File: src/rtl/ring_mover_pkg.sv
package ring_mover_pkg;

  typedef enum logic [1:0] {
    FT_LOAD = 2'd0,
    FT_SAVE = 2'd1,
    FT_FWD  = 2'd2,
    FT_CFG  = 2'd3
  } frame_kind_e;

  typedef enum logic [1:0] {
    RM_IDLE  = 2'd0,
    RM_ISSUE = 2'd1,
    RM_WAIT  = 2'd2
  } merge_state_e;

endpackage

File: src/rtl/rm_read_merge.sv
module rm_read_merge
  import ring_mover_pkg::*;
#(
  parameter int NCORE  = 4,
  parameter int ADDR_W = 16,
  parameter int LEN_W  = 4
) (
  input  logic                    clk_i,
  input  logic                    rst_ni,
  input  logic [NCORE-1:0]        rd_req_i,
  input  logic [NCORE*ADDR_W-1:0] rd_addr_i,
  input  logic [NCORE*LEN_W-1:0]  rd_len_i,
  output logic [NCORE-1:0]        rd_gnt_o,
  output logic                    mem_rd_valid_o,
  input  logic                    mem_rd_ready_i,
  output logic [ADDR_W-1:0]       mem_rd_addr_o,
  output logic [LEN_W-1:0]        mem_rd_len_o,
  input  logic                    rsp_done_i,
  output logic                    rsp_open_o,
  output logic [NCORE-1:0]        pend_mask_o
);

  merge_state_e state_q;
  logic [ADDR_W-1:0] addr_a [NCORE];
  logic [LEN_W-1:0]  len_a  [NCORE];
  logic [NCORE-1:0]  match;
  logic [ADDR_W-1:0] lead_addr, addr_q;
  logic [LEN_W-1:0]  lead_len, len_q;
  logic [NCORE-1:0]  mask_q;

  for (genvar g = 0; g < NCORE; g++) begin : g_core
    assign addr_a[g] = rd_addr_i[g*ADDR_W +: ADDR_W];
    assign len_a[g]  = rd_len_i[g*LEN_W +: LEN_W];
    assign match[g]  = rd_req_i[g] && (addr_a[g] == lead_addr) && (len_a[g] == lead_len);
  end

  // lowest index requester sets the merge key
  always_comb begin
    lead_addr = '0;
    lead_len  = '0;
    for (int i = NCORE - 1; i >= 0; i--) begin
      if (rd_req_i[i]) begin
        lead_addr = addr_a[i];
        lead_len  = len_a[i];
      end
    end
  end

  assign rd_gnt_o       = (state_q == RM_IDLE) ? match : '0;
  assign mem_rd_valid_o = (state_q == RM_ISSUE);
  assign mem_rd_addr_o  = addr_q;
  assign mem_rd_len_o   = len_q;
  assign rsp_open_o     = (state_q == RM_WAIT);
  assign pend_mask_o    = mask_q;

  always_ff @(posedge clk_i or negedge rst_ni) begin
    if (!rst_ni) begin
      state_q <= RM_IDLE;
      addr_q  <= '0;
      len_q   <= '0;
      mask_q  <= '0;
    end else begin
      unique case (state_q)
        RM_IDLE: if (|match) begin
          state_q <= RM_ISSUE;
          addr_q  <= lead_addr;
          len_q   <= lead_len;
          mask_q  <= match;
        end
        RM_ISSUE: if (mem_rd_ready_i) state_q <= RM_WAIT;
        RM_WAIT:  if (rsp_done_i) state_q <= RM_IDLE;
        default:  state_q <= RM_IDLE;
      endcase
    end
  end

endmodule

File: src/rtl/rm_link_steer.sv
module rm_link_steer
  import ring_mover_pkg::*;
#(
  parameter int NCORE    = 4,
  parameter int GID_W    = 3,
  parameter int ADDR_W   = 16,
  parameter int DATA_W   = 32,
  parameter int GROUP_ID = 0,
  parameter int FRAME_W  = 2 + GID_W + ADDR_W + DATA_W
) (
  input  logic               clk_i,
  input  logic               rst_ni,
  input  logic               up_valid_i,
  output logic               up_ready_o,
  input  logic [FRAME_W-1:0] up_frame_i,
  output logic               dn_valid_o,
  input  logic               dn_ready_i,
  output logic [FRAME_W-1:0] dn_frame_o,
  input  logic               mem_rsp_valid_i,
  output logic               mem_rsp_ready_o,
  input  logic [DATA_W-1:0]  mem_rsp_data_i,
  input  logic               mem_rsp_last_i,
  input  logic               rsp_open_i,
  input  logic [NCORE-1:0]   pend_mask_i,
  input  logic [ADDR_W-1:0]  pend_addr_i,
  output logic               rsp_done_o,
  output logic [NCORE-1:0]   core_valid_o,
  output logic [DATA_W-1:0]  core_data_o,
  output logic               up_buf_we_o,
  output logic [ADDR_W-1:0]  up_buf_addr_o,
  output logic [DATA_W-1:0]  up_buf_data_o
);

  localparam int TAG_LSB  = DATA_W;
  localparam int DST_LSB  = TAG_LSB + ADDR_W;
  localparam int KIND_LSB = DST_LSB + GID_W;
  localparam logic [GID_W-1:0] MY_ID = GID_W'(GROUP_ID);

  frame_kind_e       up_kind;
  logic [GID_W-1:0]  up_dst;
  logic [ADDR_W-1:0] up_tag;
  logic [DATA_W-1:0] up_pay;
  logic mine, up_fwd, up_loc, up_sav, up_cfg, up_fire, rsp_fire, rsp_fwd;
  logic              fwd_en_q;
  logic [GID_W-1:0]  fwd_dst_q;

  // unpack
  assign up_kind = frame_kind_e'(up_frame_i[KIND_LSB +: 2]);
  assign up_dst  = up_frame_i[DST_LSB +: GID_W];
  assign up_tag  = up_frame_i[TAG_LSB +: ADDR_W];
  assign up_pay  = up_frame_i[DATA_W-1:0];

  // decode into steering selects
  assign mine   = (up_dst == MY_ID);
  assign up_fwd = up_valid_i && !mine;
  assign up_loc = up_valid_i && ((up_kind == FT_LOAD && mine) || up_kind == FT_FWD);
  assign up_sav = up_valid_i && up_kind == FT_SAVE && mine;
  assign up_cfg = up_valid_i && up_kind == FT_CFG && mine;

  assign up_ready_o = !up_fwd || dn_ready_i;
  assign up_fire    = up_valid_i && up_ready_o;

  // upstream owns the core bus and the link when it needs them
  assign rsp_fwd         = rsp_open_i && mem_rsp_valid_i && fwd_en_q && !up_loc && !up_fwd;
  assign mem_rsp_ready_o = rsp_open_i && !up_loc && !up_fwd && (!fwd_en_q || dn_ready_i);
  assign rsp_fire        = mem_rsp_valid_i && mem_rsp_ready_o;
  assign rsp_done_o      = rsp_fire && mem_rsp_last_i;

  always_comb begin
    dn_valid_o = 1'b0;
    dn_frame_o = '0;
    if (up_fwd) begin
      dn_valid_o = 1'b1;
      dn_frame_o = up_frame_i;
    end else if (rsp_fwd) begin
      dn_valid_o = 1'b1;
      dn_frame_o = {FT_FWD, fwd_dst_q, pend_addr_i, mem_rsp_data_i};
    end
  end

  always_comb begin
    core_valid_o = '0;
    core_data_o  = '0;
    if (up_loc && up_fire) begin
      core_valid_o = '1;
      core_data_o  = up_pay;
    end else if (rsp_fire) begin
      core_valid_o = pend_mask_i;
      core_data_o  = mem_rsp_data_i;
    end
  end

  assign up_buf_we_o   = up_sav;
  assign up_buf_addr_o = up_tag;
  assign up_buf_data_o = up_pay;

  always_ff @(posedge clk_i or negedge rst_ni) begin
    if (!rst_ni) begin
      fwd_en_q  <= 1'b0;
      fwd_dst_q <= '0;
    end else if (up_cfg) begin
      fwd_en_q  <= up_pay[0];
      fwd_dst_q <= up_pay[GID_W:1];
    end
  end

endmodule

File: src/rtl/rm_save_route.sv
module rm_save_route #(
  parameter int ADDR_W = 16,
  parameter int DATA_W = 32
) (
  input  logic              up_buf_we_i,
  input  logic [ADDR_W-1:0] up_buf_addr_i,
  input  logic [DATA_W-1:0] up_buf_data_i,
  input  logic              sv_valid_i,
  output logic              sv_ready_o,
  input  logic              sv_to_mem_i,
  input  logic [ADDR_W-1:0] sv_addr_i,
  input  logic [DATA_W-1:0] sv_data_i,
  output logic              buf_we_o,
  output logic [ADDR_W-1:0] buf_addr_o,
  output logic [DATA_W-1:0] buf_wdata_o,
  output logic              mem_wr_valid_o,
  input  logic              mem_wr_ready_i,
  output logic [ADDR_W-1:0] mem_wr_addr_o,
  output logic [DATA_W-1:0] mem_wr_data_o
);

  logic loc_buf;

  assign loc_buf     = sv_valid_i && !sv_to_mem_i && !up_buf_we_i;
  assign buf_we_o    = up_buf_we_i || loc_buf;
  assign buf_addr_o  = up_buf_we_i ? up_buf_addr_i : sv_addr_i;
  assign buf_wdata_o = up_buf_we_i ? up_buf_data_i : sv_data_i;

  assign mem_wr_valid_o = sv_valid_i && sv_to_mem_i;
  assign mem_wr_addr_o  = sv_addr_i;
  assign mem_wr_data_o  = sv_data_i;

  assign sv_ready_o = sv_to_mem_i ? mem_wr_ready_i : !up_buf_we_i;

endmodule

File: src/rtl/ring_mover.sv
module ring_mover #(
  parameter int NCORE    = 4,
  parameter int GID_W    = 3,
  parameter int ADDR_W   = 16,
  parameter int LEN_W    = 4,
  parameter int DATA_W   = 32,
  parameter int GROUP_ID = 0,
  parameter int FRAME_W  = 2 + GID_W + ADDR_W + DATA_W
) (
  input  logic                    clk_i,
  input  logic                    rst_ni,
  input  logic [NCORE-1:0]        rd_req_i,
  input  logic [NCORE*ADDR_W-1:0] rd_addr_i,
  input  logic [NCORE*LEN_W-1:0]  rd_len_i,
  output logic [NCORE-1:0]        rd_gnt_o,
  output logic                    mem_rd_valid_o,
  input  logic                    mem_rd_ready_i,
  output logic [ADDR_W-1:0]       mem_rd_addr_o,
  output logic [LEN_W-1:0]        mem_rd_len_o,
  input  logic                    mem_rsp_valid_i,
  output logic                    mem_rsp_ready_o,
  input  logic [DATA_W-1:0]       mem_rsp_data_i,
  input  logic                    mem_rsp_last_i,
  output logic [NCORE-1:0]        core_valid_o,
  output logic [DATA_W-1:0]       core_data_o,
  input  logic                    sv_valid_i,
  output logic                    sv_ready_o,
  input  logic                    sv_to_mem_i,
  input  logic [ADDR_W-1:0]       sv_addr_i,
  input  logic [DATA_W-1:0]       sv_data_i,
  output logic                    buf_we_o,
  output logic [ADDR_W-1:0]       buf_addr_o,
  output logic [DATA_W-1:0]       buf_wdata_o,
  output logic                    mem_wr_valid_o,
  input  logic                    mem_wr_ready_i,
  output logic [ADDR_W-1:0]       mem_wr_addr_o,
  output logic [DATA_W-1:0]       mem_wr_data_o,
  input  logic                    up_valid_i,
  output logic                    up_ready_o,
  input  logic [FRAME_W-1:0]      up_frame_i,
  output logic                    dn_valid_o,
  input  logic                    dn_ready_i,
  output logic [FRAME_W-1:0]      dn_frame_o
);

  logic              rsp_done, rsp_open;
  logic [NCORE-1:0]  pend_mask;
  logic              up_buf_we;
  logic [ADDR_W-1:0] up_buf_addr;
  logic [DATA_W-1:0] up_buf_data;

  rm_read_merge #(
    .NCORE (NCORE),
    .ADDR_W(ADDR_W),
    .LEN_W (LEN_W)
  ) u_merge (
    .clk_i          (clk_i),
    .rst_ni         (rst_ni),
    .rd_req_i       (rd_req_i),
    .rd_addr_i      (rd_addr_i),
    .rd_len_i       (rd_len_i),
    .rd_gnt_o       (rd_gnt_o),
    .mem_rd_valid_o (mem_rd_valid_o),
    .mem_rd_ready_i (mem_rd_ready_i),
    .mem_rd_addr_o  (mem_rd_addr_o),
    .mem_rd_len_o   (mem_rd_len_o),
    .rsp_done_i     (rsp_done),
    .rsp_open_o     (rsp_open),
    .pend_mask_o    (pend_mask)
  );

  rm_link_steer #(
    .NCORE   (NCORE),
    .GID_W   (GID_W),
    .ADDR_W  (ADDR_W),
    .DATA_W  (DATA_W),
    .GROUP_ID(GROUP_ID),
    .FRAME_W (FRAME_W)
  ) u_steer (
    .clk_i           (clk_i),
    .rst_ni          (rst_ni),
    .up_valid_i      (up_valid_i),
    .up_ready_o      (up_ready_o),
    .up_frame_i      (up_frame_i),
    .dn_valid_o      (dn_valid_o),
    .dn_ready_i      (dn_ready_i),
    .dn_frame_o      (dn_frame_o),
    .mem_rsp_valid_i (mem_rsp_valid_i),
    .mem_rsp_ready_o (mem_rsp_ready_o),
    .mem_rsp_data_i  (mem_rsp_data_i),
    .mem_rsp_last_i  (mem_rsp_last_i),
    .rsp_open_i      (rsp_open),
    .pend_mask_i     (pend_mask),
    .pend_addr_i     (mem_rd_addr_o),
    .rsp_done_o      (rsp_done),
    .core_valid_o    (core_valid_o),
    .core_data_o     (core_data_o),
    .up_buf_we_o     (up_buf_we),
    .up_buf_addr_o   (up_buf_addr),
    .up_buf_data_o   (up_buf_data)
  );

  rm_save_route #(
    .ADDR_W(ADDR_W),
    .DATA_W(DATA_W)
  ) u_save (
    .up_buf_we_i    (up_buf_we),
    .up_buf_addr_i  (up_buf_addr),
    .up_buf_data_i  (up_buf_data),
    .sv_valid_i     (sv_valid_i),
    .sv_ready_o     (sv_ready_o),
    .sv_to_mem_i    (sv_to_mem_i),
    .sv_addr_i      (sv_addr_i),
    .sv_data_i      (sv_data_i),
    .buf_we_o       (buf_we_o),
    .buf_addr_o     (buf_addr_o),
    .buf_wdata_o    (buf_wdata_o),
    .mem_wr_valid_o (mem_wr_valid_o),
    .mem_wr_ready_i (mem_wr_ready_i),
    .mem_wr_addr_o  (mem_wr_addr_o),
    .mem_wr_data_o  (mem_wr_data_o)
  );

endmodule

File: config.mk
export PLATFORM = sky130hd
export DESIGN_NAME = ring_mover
export DESIGN_NICKNAME = d
export VERILOG_FILES = /design/src/rtl/ring_mover_pkg.sv /design/src/rtl/rm_read_merge.sv /design/src/rtl/rm_link_steer.sv /design/src/rtl/rm_save_route.sv /design/src/rtl/ring_mover.sv
export SDC_FILE = /design/constraint.sdc
export NUM_CORES = 1
export LEC_CHECK = 0
export BUFFER_PORTS_ARGS = -buffer_cell sky130_fd_sc_hd__buf_4
export CAP_MARGIN = 20
export CORE_AREA = 2 2 172 174
export CTS_BUF_LIST = sky130_fd_sc_hd__clkbuf_8
export CTS_CLUSTER_DIAMETER = 60
export DETAILED_ROUTE_END_ITERATION = 10
export DIE_AREA = 0 0 174 176
export PLACE_DENSITY_LB_ADDON = 0.2
export SYNTH_ARGS = -nofsm -noshare
export SYNTH_HDL_FRONTEND = slang
export SYNTH_SLANG_ARGS = --single-unit
File: constraint.sdc
create_clock -name clk_i -period 7.4 [get_ports clk_i]
set_clock_uncertainty 0.05 [all_clocks]
set_input_delay 2.22 -clock clk_i [delete_from_list [all_inputs] [get_ports clk_i]]
set_output_delay 2.22 -clock clk_i [all_outputs]
set_load 0.01 [all_outputs]
==> results of run 1 <==
-- layout by cell type, fill, tap and decap left out, drive strengths merged, types with 2 or more instances in the layout --
cell	netlist	routed
a221o	2	2
nor4	6	6
o21ai	20	20
o21a	8	8
a22o	84	84
o31ai	4	4
nor3	20	20
nor3b	5	5
a21o	8	8
a21oi	5	5
clkbuf	29	5
and2	4	4
nor2b	9	9
a221oi	18	18
nor4b	5	5
or3	8	8
dfrtp	30	30
xnor2	22	22
nand2b	2	2
xor2	15	15
nand4	12	12
o22ai	17	17
nand2	10	10
nor2	21	21
a211o	3	3
or4b	2	2
inv	6	8
buf	56	470
or2	2	2
diode	0	7
mux2	68	68
-- per-layer routing --
layer / GRT usage / up-vias
met5: 0 / -
met4: 0.06408 / 0
li1: - / 2755
met3: 0.03165 / 29
met1: 0.2327 / 2800
met2: 0.3279 / 273
-- layout make-up --
class	count	area [um^2]	share of cell area
flip-flops and latches	30	750.7	0.09207
inverters	7	26.28	0.003222
well taps	384	480.5	0.05892
clock inverters	3	37.54	0.004603
clock buffers	5	68.82	0.008439
multi-input cells	391	3194	0.3917
diodes	7	17.52	0.002148
repair buffers	470	3578	0.4389
-- report_power, final --
| group | internal (mW) | total [mW] | switching (mW) | leakage [nW] |
|---|---|---|---|---|
| clock network | 0.0981 | 0.169 | 0.0706 | 0.0608 |
| logic | 0.396 | 0.753 | 0.357 | 3.43 |
| registers | 0.231 | 0.313 | 0.0823 | 0.359 |
-- timing repair --
item / in CTS / in global routing
hold buffers: 0 / 0
setup endpoints to repair: 0 / 2
gates resized for setup: 0 / 3
-- state kept, by name, indices dropped and copies added, names as in the netlist --
register and cells:
u_merge.state_q 2, u_steer.fwd_dst_q 3, u_merge.pend_mask_o 4, u_merge.mem_rd_addr_o 16, u_merge.mem_rd_len_o 4, u_steer.fwd_en_q 1
-- logic make-up (layout without fill, tap and decap cells) --
logic type                count (synthesis)  count (layout)
AOI/OAI and AO/OA                       176             176
and+or+nand+nor                         110             110
buffers and inverters                    92             485
muxes                                    68              68
xor gates and xnor gates                 37              37
DFF                                      30              30
other                                     0               7
-- stage by stage --
stage / power, mW / cells / area, um^2
final: 1.235 / 1297 / 8154
after global routing: 1.315 / 1297 / 8154
after CTS: 1.256 / 1290 / 8119
after detailed placement: 1.079 / 1282 / 8013
after global placement: 1.080 / 1282 / 8013
after floorplan: 0.6259 / 513 / 4429
-- tightest hold or removal path, cell delays in order, from the launching register on --
cell,delay (ns)
sky130_fd_sc_hd__dfrtp_1,0.35
sky130_fd_sc_hd__nand2_1,0.05
sky130_fd_sc_hd__o31ai_1,0.05
-- worst max path at each step --
stage	end
6_report	rd_gnt_o[3]
5_1_grt	rd_gnt_o[3]
4_1_cts	rd_gnt_o[1]
3_5_place_dp	rd_gnt_o[1]
3_3_place_gp	rd_gnt_o[1]
2_1_floorplan	rd_gnt_o[3]
==> flow_summary.yaml, run 1 <==
outcome:
  status: "finished clean"
route:
  met3RoutedLength_um: 1853
  detailed_route_wl_um: 30610
  top_layer_used: "met4"
  drt_iter0_markers: 310
  detailroute.wirelength.met2_um: 15440
  drt_drc_violations_left: 0
  wl_met1_um: 12430
  drt_pre_antenna_iters: 4
  wl_per_cell_um: 23.60
  drtAntennaViolNets: 0
  vias_per_cell: 4.516
  routed-via-count: 5857
timing:
  setup_tns_ns: 0
  tightestPinTransition_ns: 0.6890
  grt_setup_unrepaired: "false"
  setup_violations: 0
  fin_hold_ws_ns: 0.4351
  timing.final.crit_period_ns: 7.130
  timing_max_transition_violations_final: 0
  final-hold-violation-count: 0
  post-route-worst-setup-slack_ns: 0.2699
  timing.slew.headroom: 0.5406
  max_freq_mhz: 140.3
  min_period_over_period: 0.9635
synth:
  async_sr_flop_fraction: 1.000
  synth.lib_cells_used.distinct: 49
  ys_seq_elements: 30
  synthesis.area_um2: 4429
  postSynthNetCount: 740
  yosys.cell_count.top_type: "sky130_fd_sc_hd__a22o_1"
  xor_xnor_share_of_the_synthesized_area: 0.07316
  leading_area_contributor_after_synthesis: "sky130_fd_sc_hd__mux2_2"
  portion_of_netlist_area_occupied_by_mux_cells: 0.1729
  syn-mean-instance-area_um2: 8.634
  yosys.area_share.simple: 0.1407
  synth_largest_type_area_fraction: 0.1729
  netlist_top_cells_area: "sky130_fd_sc_hd__mux2_2 17%, sky130_fd_sc_hd__dfrtp_1 17%, sky130_fd_sc_hd__a22o_1 17%, sky130_fd_sc_hd__buf_4 8.3%, sky130_fd_sc_hd__xnor2_1 4.4%"
  post_synth_most_frequent_cells: "84 x sky130_fd_sc_hd__a22o_1, 68 x sky130_fd_sc_hd__mux2_2, 49 x sky130_fd_sc_hd__buf_4, 30 x sky130_fd_sc_hd__dfrtp_1, 29 x sky130_fd_sc_hd__clkbuf_1"
  number_of_enable_flip_flop_cells_after_synthesis: 0
  dominant_combinational_cell_family_by_area_after_synthesis: "compound AO/OA/AOI/OAI gates"
  synth_top_flop_cell: "sky130_fd_sc_hd__dfrtp_1"
  synth_compound_area_frac: 0.3212
  yosysSeqAreaShare: 0.1695
  yosysWarningCount: 0
  post_synth_fa_ha_maj_area_fraction: 0
  syn_inst_count: 513
pwr:
  power.density_cell_area_nw_per_um2: 151.4
  maximum_ir_drop_on_the_vdd_rail_mv: 0.09832
  leakage_nw: 3.850
critical_path:
  critical_path.n_buffers_inverters: 2
  timing.critical_path.slowest_cell_delay_ns: 0.49
  crit_path_cell_trace: "buf_4, or2_1, a221oi_1, nor3_1, or4b_1, nor4_1, nand4_1, nor3_2, buf_4"
  path_class: "in2out"
  ff2ff_setup_slack_ns: 4.97
  worst_ep_arrival_ns: 4.86
  worst-endpoint-required_ns: 5.13
  critical_path.max_fanout: 15
  slowest_stage: "sky130_fd_sc_hd__or4b_1"
  r2r_start: "u_merge.state_q[1]"
  crit_path_start: "rd_req_i[0]"
  worst_setup_path_start_kind: "primary input"
  cp_num_cells: 9
  cpMostUsedCell: "sky130_fd_sc_hd__buf_4"
  critical-path-top-delay-family: "simple AND/OR/NAND/NOR gates"
  worst_setup_path_end_kind: "primary output"
  rr_worst_depth: 9
  r2r-end: "u_merge.state_q[1]"
die:
  design.portCount: 443
  initial_core_util: 0.1552
  die_h_um: 176
  die_area_um2: 30620
  dieWidth_um: 174
  core_area_um2: 28550
  num_rows: 62
hold_path:
  hold_end: "u_merge.mem_rd_len_o[3]"
  hp-class: "reg2reg"
  hold_path.startpoint: "u_merge.mem_rd_len_o[3]"
  worst_hold_path.num_cells: 2
finish:
  drive_above_1_share: 0.6192
  final_core_utilization: 0.2856
  signed_area_change_from_the_synthesized_netlist_to_the_final_layout_pct: 84.10
  nNetsFinal: 1132
  fillerInstances: 3144
clock_tree:
  cts-root-to-sink-buffers: 2
  post_cts_setup_buffer_count: 0
  worst_skew_pair.late_latency_ns: 0.29
  h-tree-depth: 2
  cts_inserted_buffers: 5
  cts_tree: "done"
  ctsRootBufferMaster: "sky130_fd_sc_hd__clkbuf_8"
  clkTransAtPathRegs_ns: 0.07
  clkSinkCount: 30
global_routing:
  grt_pass1_vias: 5978
  grt_start_max_net_pins: 52
  total_grt_overflow: 0
  grt_util_all_layers: 0.1874
  antenna_found_initial: 7
  grt_first_pass_wirelength_um: 42460
flow_run:
  cap_viol_max_count: 0
placed_design:
  detailedPlace.worstSlack_ns: 0.1242
  portBuffers: 442
  gp_routability_congestion: 0.8815
  hpwlAfterDp_um: 26560
(Power assumes the default switching activity.)
==> run 2: changes to the inputs <==
- CELL_PAD_IN_SITES_DETAIL_PLACEMENT: default -> 0
- CELL_PAD_IN_SITES_GLOBAL_PLACEMENT: default -> 1
- CORE_AREA: 2 2 172 174 -> 2 2 171 173
- DIE_AREA: 0 0 174 176 -> 0 0 173 175
==> run 2 against run 1 <==
Effect of this change: wire length fell by 7.6%; die area down 1.1%; critical path depth is 1 higher; register-to-register slack improved by 0.02 ns; global-route usage down 1.0 points; flip-flop and latch count unchanged; cell count grew 0.39%; utilization grew 0.22 points; worst setup slack got worse by 0.032 ns; power decreased by 2.8%; maximum frequency is 0.44% lower.
==> flow_summary.yaml, run 2 (synthesized netlist as in run 1, its figures left out) <==
outcome:
  status: "finished clean"
timing:
  tightestPinTransition_ns: 0.6676
  final-hold-violation-count: 0
  timing.slew.headroom: 0.5549
  max_freq_mhz: 139.6
  timing.final.crit_period_ns: 7.162
  min_period_over_period: 0.9678
  timing_max_transition_violations_final: 0
  setup_tns_ns: 0
  setup_violations: 0
  grt_setup_unrepaired: "false"
pwr:
  p_total_mw: 1.200
  power.density_cell_area_nw_per_um2: 146.8
  leakage_nw: 3.881
  maximum_ir_drop_on_the_vdd_rail_mv: 0.06146
critical_path:
  slowest_stage: "sky130_fd_sc_hd__or4b_1"
  critical_path.max_fanout: 10
  path_class: "in2out"
  worst_setup_path_start_kind: "primary input"
  worst_ep_arrival_ns: 4.89
  crit_path_cell_trace: "buf_4, or2_1, a221oi_1, nor3_1, or4b_1, nor4_2, buf_4, nand4_1, nor3_1, buf_4"
  cpMostUsedCell: "sky130_fd_sc_hd__buf_4"
  worst-endpoint-required_ns: 5.13
  timing.critical_path.slowest_cell_delay_ns: 0.53
  worst_setup_path_end_kind: "primary output"
finish:
  nNetsFinal: 1142
  fillerInstances: 3148
  signed_area_change_from_the_synthesized_netlist_to_the_final_layout_pct: 84.49
  largest_register_ffs: 16
  final_cell_mix: "479 x sky130_fd_sc_hd__buf_4, 84 x sky130_fd_sc_hd__a22o_1, 68 x sky130_fd_sc_hd__mux2_2"
  drive_above_1_share: 0.6255
  most_common_library_cell_in_the_layout_ignoring_fill_and_taps: "sky130_fd_sc_hd__buf_4"
placed_design:
  portBuffers: 442
  gp_routability_congestion: 0.8397
  hpwlAfterDp_um: 24370
die:
  num_rows: 62
  dieWidth_um: 173
  initial_core_util: 0.1560
  core_area_um2: 28390
  die_area_um2: 30280
  die_h_um: 175
  design.portCount: 443
clock_tree:
  cts-root-to-sink-buffers: 2
  worst_skew_pair.late_latency_ns: 0.29
  h-tree-depth: 2
  cts_tree: "done"
  post_cts_hold_buffer_count: 0
  clkTransAtPathRegs_ns: 0.07
  post_cts_setup_buffer_count: 0
  clkSinkCount: 30
  cts_inserted_buffers: 5
  ctsRootBufferMaster: "sky130_fd_sc_hd__clkbuf_8"
route:
  drt_drc_violations_left: 0
  drtAntennaViolNets: 0
  drt_pre_antenna_iters: 5
  wl_per_cell_um: 21.71
  routed-via-count: 5800
  vias_per_cell: 4.455
  detailed_route_wl_um: 28270
  drt_iter0_markers: 205
global_routing:
  total_grt_overflow: 0
  grt_util_all_layers: 0.1773
  grt_first_pass_wirelength_um: 40630
  grt_start_max_net_pins: 52
  grt_pass1_vias: 6050
  antenna_found_initial: 2
hold_path:
  hp-class: "reg2reg"
flow_run:
  cap_viol_max_count: 0
[run 2: per-stage QoR]
stage          utilization  hold WS, ns  instance area, um^2  setup WS, ns  cells
5_1_grt             0.2878       0.4764                 8172       0.05705   1302
6_report            0.2878       0.4356                 8172        0.2381   1302
4_1_cts             0.2870       0.4411                 8148       0.07416   1300
3_5_place_dp        0.2835       0.4235                 8050      -0.09362   1292
3_3_place_gp        0.2835       0.4194                 8050      -0.08911   1292
2_1_floorplan            -       0.4003                 4429        0.7275    513
[run 2: routing by layer]
| layer | GRT usage | vias to the layer above | wire length [um] |
|---|---|---|---|
| li1 | - | 2770 | - |
| met1 | 0.2101 | 2755 | 11310 |
| met2 | 0.3307 | 255 | 14800 |
| met3 | 0.03111 | 20 | 1720 |
| met4 | 0.04061 | 0 | 435 |
| met5 | 0 | - | 0 |
[run 2: layout make-up]
class / count / area (um^2) / area share
Tap cell: 384 / 480.5 / 0.05880
Multi-Input combinational cell: 391 / 3202 / 0.3918
Clock buffer: 6 / 82.58 / 0.01011
Antenna cell: 2 / 5.005 / 0.0006125
Timing Repair Buffer: 480 / 3616 / 0.4425
Clock inverter: 2 / 8.758 / 0.001072
Inverter: 7 / 26.28 / 0.003215
Sequential cell: 30 / 750.7 / 0.09187
[run 2: power by group]
part	internal (mW)	switching [mW]	total, mW	leakage (nW)
logic	0.397	0.353	0.750	3.47
clock network	0.0738	0.0705	0.144	0.0524
registers	0.231	0.0754	0.306	0.359
[run 2: final timing paths]
kind,startpoint,end,slack (ns),cells after the start
worst max-delay path,rd_req_i[0],rd_gnt_o[3],0.24,10
worst min-delay path,u_merge.pend_mask_o[2],u_merge.pend_mask_o[2],0.44,1
worst max register to register,u_merge.state_q[1],u_merge.state_q[1],4.99,8
worst min register to register,u_merge.pend_mask_o[2],u_merge.pend_mask_o[2],0.44,1
max in group asynchronous,rst_ni,u_merge.mem_rd_addr_o[11],5.17,1
min in group asynchronous,rst_ni,u_merge.mem_rd_len_o[3],1.81,1
[run 2: critical path: cells and delay by family]
| kind | cells | cell delay (ns) |
|---|---|---|
| compound gates | 1 | 0.39 |
| simple gates | 6 | 1.77 |
| buf+inv | 3 | 0.50 |
[run 2: timing repair]
item                                    4_1_cts  5_1_grt
pin swaps                                     0        0
endpoints found under the setup margin        1        2
hold endpoints to repair                      0        0
gates resized for setup                       1        3
